==> src/rtl/cdr_pkg.sv <==
package cdr_pkg;
  localparam int CDR_WIDTH_DEF = 32;

  // Rewrites needed so that any carry chain drains out of a width-bit word.
  function automatic int cdr_full_stages(input int width);
    return width;
  endfunction
endpackage

==> src/rtl/cdr_seed.sv <==
module cdr_seed #(
  parameter int WIDTH = cdr_pkg::CDR_WIDTH_DEF
) (
  input  logic [WIDTH-1:0] a_i,
  input  logic [WIDTH-1:0] b_i,
  output logic [WIDTH-1:0] psum_o,
  output logic [WIDTH-1:0] pand_o
);
  // Split operands into bits set once (sum) and bits set twice (carry).
  always_comb begin
    psum_o = a_i ^ b_i;
    pand_o = a_i & b_i;
  end
endmodule

==> src/rtl/cdr_rewrite.sv <==
module cdr_rewrite #(
  parameter int WIDTH = cdr_pkg::CDR_WIDTH_DEF
) (
  input  logic [WIDTH-1:0] psum_i,
  input  logic [WIDTH-1:0] pand_i,
  output logic [WIDTH-1:0] psum_o,
  output logic [WIDTH-1:0] pand_o
);
  logic [WIDTH-1:0] moved_w;

  // The carry vector's top bit is dropped here; the top level collects it.
  always_comb begin
    moved_w = pand_i << 1;
    psum_o  = psum_i ^ moved_w;
    pand_o  = psum_i & moved_w;
  end
endmodule

==> src/rtl/cdr_carry_collect.sv <==
module cdr_carry_collect #(
  parameter int COUNT = 2
) (
  input  logic [COUNT-1:0] top_bits_i,
  output logic             any_o
);
  always_comb begin
    any_o = |top_bits_i;
  end
endmodule

==> src/rtl/cdr_adder.sv <==
module cdr_adder #(
  parameter int WIDTH  = cdr_pkg::CDR_WIDTH_DEF,
  parameter int STAGES = WIDTH
) (
  input  logic [WIDTH-1:0] a_i,
  input  logic [WIDTH-1:0] b_i,
  output logic [WIDTH-1:0] sum_o,
  output logic             carry_o
);
  localparam int NVEC = STAGES + 1;

  logic [NVEC-1:0][WIDTH-1:0] psum_w;
  logic [NVEC-1:0][WIDTH-1:0] pand_w;
  logic [NVEC-1:0]            top_bits_w;

  cdr_seed #(.WIDTH(WIDTH)) u_seed (
    .a_i    (a_i),
    .b_i    (b_i),
    .psum_o (psum_w[0]),
    .pand_o (pand_w[0])
  );

  for (genvar gi = 1; gi < NVEC; gi++) begin : g_stage
    cdr_rewrite #(.WIDTH(WIDTH)) u_stage (
      .psum_i (psum_w[gi-1]),
      .pand_i (pand_w[gi-1]),
      .psum_o (psum_w[gi]),
      .pand_o (pand_w[gi])
    );
  end

  // Top bit of each carry vector, taken before any shift removes it.
  for (genvar gi = 0; gi < NVEC; gi++) begin : g_top
    assign top_bits_w[gi] = pand_w[gi][WIDTH-1];
  end

  cdr_carry_collect #(.COUNT(NVEC)) u_collect (
    .top_bits_i (top_bits_w),
    .any_o      (carry_o)
  );

  assign sum_o = psum_w[STAGES];
endmodule

==> config.mk <==
export PLATFORM = sky130hd
export DESIGN_NAME = cdr_adder
export DESIGN_NICKNAME = d
export VERILOG_FILES = /design/src/rtl/cdr_pkg.sv /design/src/rtl/cdr_seed.sv /design/src/rtl/cdr_rewrite.sv /design/src/rtl/cdr_carry_collect.sv /design/src/rtl/cdr_adder.sv
export SDC_FILE = /design/constraint.sdc
export NUM_CORES = 1
export LEC_CHECK = 0
export ABC_AREA = 1
export BUFFER_PORTS_ARGS = -buffer_cell sky130_fd_sc_hd__buf_2
export CELL_PAD_IN_SITES_DETAIL_PLACEMENT = 0
export CELL_PAD_IN_SITES_GLOBAL_PLACEMENT = 2
export CORE_UTILIZATION = 34
export DETAILED_ROUTE_END_ITERATION = 10
export GPL_TIMING_DRIVEN = 0
export PLACE_DENSITY_LB_ADDON = 0.15
export SLEW_MARGIN = 20
export SYNTH_ARGS = -nofsm -noshare
export SYNTH_HDL_FRONTEND = slang
export SYNTH_SLANG_ARGS = --single-unit
==> constraint.sdc <==
create_clock -name vclk -period 26
set_input_delay 7.8 -clock vclk [all_inputs]
set_output_delay 7.8 -clock vclk [all_outputs]
set_load 0.01 [all_outputs]
======== After elaboration in Yosys (flattened, before gate mapping) ========
Index checks and enable logic that the tools add are counted.
word-level totals
  register bits ........................... 0
  input port bits ......................... 64
  logic and storage cells ................. 67
operators by class
  bitwise logic cells ..................... 66
  reductions and logical operators ........ 1
operators with widths
  cell                 count
  32-bit AND           33
  32-bit XOR           33
  33-bit OR reduction  1

======== Depth between registers and ports, before layout ========
  depth after elaboration ................. 34
  mapped depth ............................ 50
  gate-level depth less buffers ........... 50

======== Hierarchy ========
From an unflattened synthesis, not the netlist that was laid out.
unflattened totals
  cells, all modules ...................... 1160
  area total of the unflattened synthesis .. 13575.5 um^2
by module, submodules not included
  module             instances  cells each  area an instance (um^2)
  cdr_rewrite        32         34          406.6
  cdr_seed           1          32          400.4
  cdr_carry_collect  1          40          162.7

======== Worst setup path before layout ========
No wires, ideal clock.
  kind .................................... input-to-output
  start point ............................. input a_i[30]
  end point ............................... output carry_o
  data arrival time ....................... 16.839 ns
  required time ........................... 18.200 ns
  slack ................................... 1.361 ns
  stages on the path ...................... 34
  cells stage by stage .................... ha_1 ha_1 ha_1 ha_1 ha_1 ha_1 ha_1 ha_1 ha_1 ha_1 ha_1 ha_1 ha_1 ha_1 ha_1 ha_1 ha_1 ha_1 ha_1 ha_1 ha_1 ha_1 ha_1 ha_1 ha_1 ha_1 ha_1 ha_1 ha_1 ha_1 ha_1 fa_1 nor4_1 nand4_1
on the way
  longest elaborated chain between the ends .. 34
  elaborated cells on any way between the ends .. 66
  those cells by class .................... bitwise (65); reduce/logical (1)
RTL lines
  element                                                  line                                  text
  from (decl)                                              cdr_adder.sv:5                        input logic [WIDTH-1:0] a_i,
  32-bit AND or 32-bit XOR (tied branches)                 cdr_seed.sv:12, cdr_seed.sv:11
  32-bit XOR or 32-bit AND (tied branches) (31 in series)  cdr_rewrite.sv:14, cdr_rewrite.sv:15
  32-bit AND                                               cdr_rewrite.sv:15                     pand_o = psum_i & moved_w;
  33-bit OR reduction (*)                                  cdr_carry_collect.sv:8                any_o = |top_bits_i;
  to (decl)                                                cdr_adder.sv:8                        output logic carry_o
Mark *: on every way between the ends. The rest lies on a longest branch, timed or not.

======== Worst setup path in the final report ========
Same ends and word-level chain as after synthesis.

==> Implementation_results.wiki <==
{| class="wikitable"
! Metric !! Value
|-
| Number of vias in the routed layout || about 15000
|-
| Worst-path cell with the longest stage delay || sky130_fd_sc_hd__fa_1
|-
| Final critical delay including setup and external delays || 25390 ps
|-
| WP data required || about 18000 ps
|-
| Maximum clock rate || 0.03939 GHz
|-
| Layout net count || approximately 2700
|-
| Placeable Area || 0.03802 mm^2
|-
| Static leakage || around 9 nW
|-
| Count of warnings emitted by yosys || 0
|-
| Die Height || around 200 um
|-
| Area share of the largest cell type after synthesis || between 20 and 25%
|-
| Overflow after GRT || 0
|-
| Number of pins with negative max-slew slack in the final report || 0
|-
| Headroom to the max-slew limit || between 60% and 70%
|-
| Effective utilization at floorplan || between 30% and 40%
|-
| Final routed wirelength across all metal layers || 34.70 mm
|-
| Synthesized area || 0.01324 mm^2
|-
| Post-route worst hold slack || approximately 16000 ps
|-
| Synthesis-to-finish area growth || 8.541%
|-
| Portion of the post-synthesis area used by sequential elements || 0%
|-
| Detailed-route DRC error count || 0
|-
| Overall Global Routing Usage || around 18%
|-
| Largest voltage drop on the vdd net || between 0.009 and 0.01 mV
|-
| Endpoint of the worst hold path || sum_o[0]
|-
| WS Path Type || primary input to output pin
|-
| Status || completed
|-
| Layer with the highest usage || met2
|-
| Critical Path Sink Type || output pin
|-
| Number of buffers added on ports || 97
|-
| Endpoint arrival time on the critical path || about 18000 ps
|-
| Die area || 0.03974 mm^2
|-
| Seq cells || 0
|-
| Via count of the first global-routing pass || around 14000
|-
| Met2 global-route usage || about a third
|-
| Antenna Cells || 0
|-
| Final-layout setup total negative slack || 0 ps
|-
| Unrepaired setup endpoints after global routing || false
|-
| Actual slew at the worst max-slew pin || 458.5 ps
|-
| Hold/Removal Path Class || primary input to output pin
|-
| Yosys cell types || 32
|-
| # rows || slightly above 70
|-
| Largest net degree at the start of global routing || 11
|-
| Dominant cell type by area after synthesis || sky130_fd_sc_hd__nand2_1
|-
| Reg area || 0 um^2
|-
| Synth area leaders || sky130_fd_sc_hd__nand2_1 (23%), sky130_fd_sc_hd__ha_1 (17%), sky130_fd_sc_hd__nand3_1 (15%)
|-
| Net count after synthesis || 2590
|-
| Met1 usage || between 20 and 30%
|-
| Number of antenna violations at the first check in global routing || 0
|-
| Fin. Hold Viols || 0
|-
| Met3 GRT Util || 0.03376%
|-
| Maximum capacitance violations || 0
|-
| Power per cell area || roughly 26 mW/mm^2
|-
| Iteration-0 DRC Markers || 501
|-
| Via-per-instance ratio || between 5 and 6
|-
| Final estimated routing congestion in global placement || ~0.79
|-
| Filler Cell Count || about 4400
|-
| Worst path max stage delay || between 400 and 500 ps
|-
| Count of clock buffers in the final design || 0
|-
| Number of setup violations in the final report || 0
|-
| Biggest fanout along the worst timing path || 1
|-
| Footprint of the multi-input gates || about 0.012 mm^2
|-
| Family with the most delay on the worst path || adder cells
|-
| Antenna Violating Nets Remaining || 0
|-
| Drt wl/cell || 11.78 um
|-
| Synthesized area divided by synthesized cell count || 5.667 um^2
|-
| Final period util || 97.64%
|-
| Buffer and inverter count on the worst path || 2
|-
| Count of boundary I/O pins || slightly below 100
|-
| Half-perimeter wire length after detailed placement || just over 30 mm
|-
| Fraction of layout instances using a drive strength above 1 || approximately 13%
|-
| First drt pass iteration count || 5
|-
| Syn Inst Count || about 2300
|-
| Launch instance of the worst min-delay path || b_i[0]
|-
| Die width || 199.4 um
|-
| Most frequent CP cell || sky130_fd_sc_hd__ha_1
|-
| Count of cells along the worst hold path || 3
|-
| Crit path launch type || primary input
|-
| Wire length of the first global-routing pass || just over 60 mm
|}
==> cells in the final DEF, fill, tap and decap left out, types with 3 or more instances in the layout <==
master,Yosys,routed
sky130_fd_sc_hd__nor2_1,115,115
sky130_fd_sc_hd__o21ai_0,3,3
sky130_fd_sc_hd__nand3_1,400,400
sky130_fd_sc_hd__buf_2,0,97
sky130_fd_sc_hd__nand4_4,16,16
sky130_fd_sc_hd__nor3_1,10,10
sky130_fd_sc_hd__fa_1,14,14
sky130_fd_sc_hd__nor2_2,27,27
sky130_fd_sc_hd__a21oi_1,7,7
sky130_fd_sc_hd__nand4_1,275,275
sky130_fd_sc_hd__clkinv_1,9,9
sky130_fd_sc_hd__inv_2,28,28
sky130_fd_sc_hd__nand3b_1,4,4
sky130_fd_sc_hd__nand3_2,38,38
sky130_fd_sc_hd__nor4_1,6,5
sky130_fd_sc_hd__nor2_4,5,5
sky130_fd_sc_hd__and2_1,3,3
sky130_fd_sc_hd__inv_1,254,254
sky130_fd_sc_hd__nand4_2,64,64
sky130_fd_sc_hd__ha_1,175,175
sky130_fd_sc_hd__xor2_1,20,20
sky130_fd_sc_hd__nand2_1,812,812
sky130_fd_sc_hd__nand2_2,34,34
sky130_fd_sc_hd__xnor2_1,6,6
==> worst max path at each step <==
stage | startpoint | end | slack [ps] | depth (start not counted)
after floorplan | a_i[30] | carry_o | 1360 | 34
after global placement | a_i[30] | carry_o | 300 | 36
after detailed placement | a_i[30] | carry_o | 250 | 36
after CTS | a_i[30] | carry_o | 230 | 36
after global routing | a_i[30] | carry_o | 160 | 36
final | a_i[30] | carry_o | 610 | 36
==> layer usage <==
metal	vias to the layer above	share of wire, %
li1	8310	-
met1	6648	53
met2	80	46
met3	0	0.67
met4	0	0
met5	-	0
==> metrics by stage <==
step                      instances  util [%]  total power [mW]  setup slack, ps  cell area (um^2)
after global routing           2945     37.80            0.4326            156.3             14370
after floorplan                2337         -            0.2941             1361             13240
after global placement         2945     37.79            0.3670            299.7             14370
after CTS                      2945     37.79            0.3727            232.9             14370
final                          2945     37.80            0.3667            613.9             14370
after detailed placement       2945     37.79            0.3714            249.5             14370
==> cells by family (layout without fill, tap and decap cells) <==
| family | Yosys count | after routing | synth area share (%) |
|---|---|---|---|
| simple gates | 1816 | 1816 | 70.74 |
| buf+inv | 292 | 389 | 8.305 |
| fa+ha+maj | 189 | 189 | 18.65 |
| xor+xnor | 26 | 26 | 1.720 |
| compound gates | 14 | 14 | 0.5857 |
==> cell usage after synthesis, types with 4 or more instances <==
master / count
sky130_fd_sc_hd__nand2_1: 812
sky130_fd_sc_hd__nand3_1: 400
sky130_fd_sc_hd__nand4_1: 275
sky130_fd_sc_hd__inv_1: 254
sky130_fd_sc_hd__ha_1: 175
sky130_fd_sc_hd__nor2_1: 115
sky130_fd_sc_hd__nand4_2: 64
sky130_fd_sc_hd__nand3_2: 38
sky130_fd_sc_hd__nand2_2: 34
sky130_fd_sc_hd__inv_2: 28
sky130_fd_sc_hd__nor2_2: 27
sky130_fd_sc_hd__xor2_1: 20
sky130_fd_sc_hd__nand4_4: 16
sky130_fd_sc_hd__fa_1: 14
sky130_fd_sc_hd__nor3_1: 10
sky130_fd_sc_hd__clkinv_1: 9
sky130_fd_sc_hd__a21oi_1: 7
sky130_fd_sc_hd__nor4_1: 6
sky130_fd_sc_hd__xnor2_1: 6
sky130_fd_sc_hd__nor2_4: 5
sky130_fd_sc_hd__nand3b_1: 4
==> area by class of cell <==
type | count | share of cell area [%]
timing repair buffer | 97 | 3.377
multi-input combinational | 2045 | 84.52
inverter | 291 | 7.599
buffer | 1 | 0.05223
tap | 511 | 4.448
==> what timing repair did <==
action                                  CTS  global route
setup buffers                             0             0
hold buffers                              0             0
resized for setup                         0             1
endpoints found under the setup margin    0             1
==> power by group <==
| group | switching (mW) | leakage (nW) | internal (mW) |
|---|---|---|---|
| sequential | 0 | 0 | 0 |
| combinational | 0.249 | 9.01 | 0.118 |
| clock | 0 | 0 | 0 |
(Power assumes the default switching activity.)
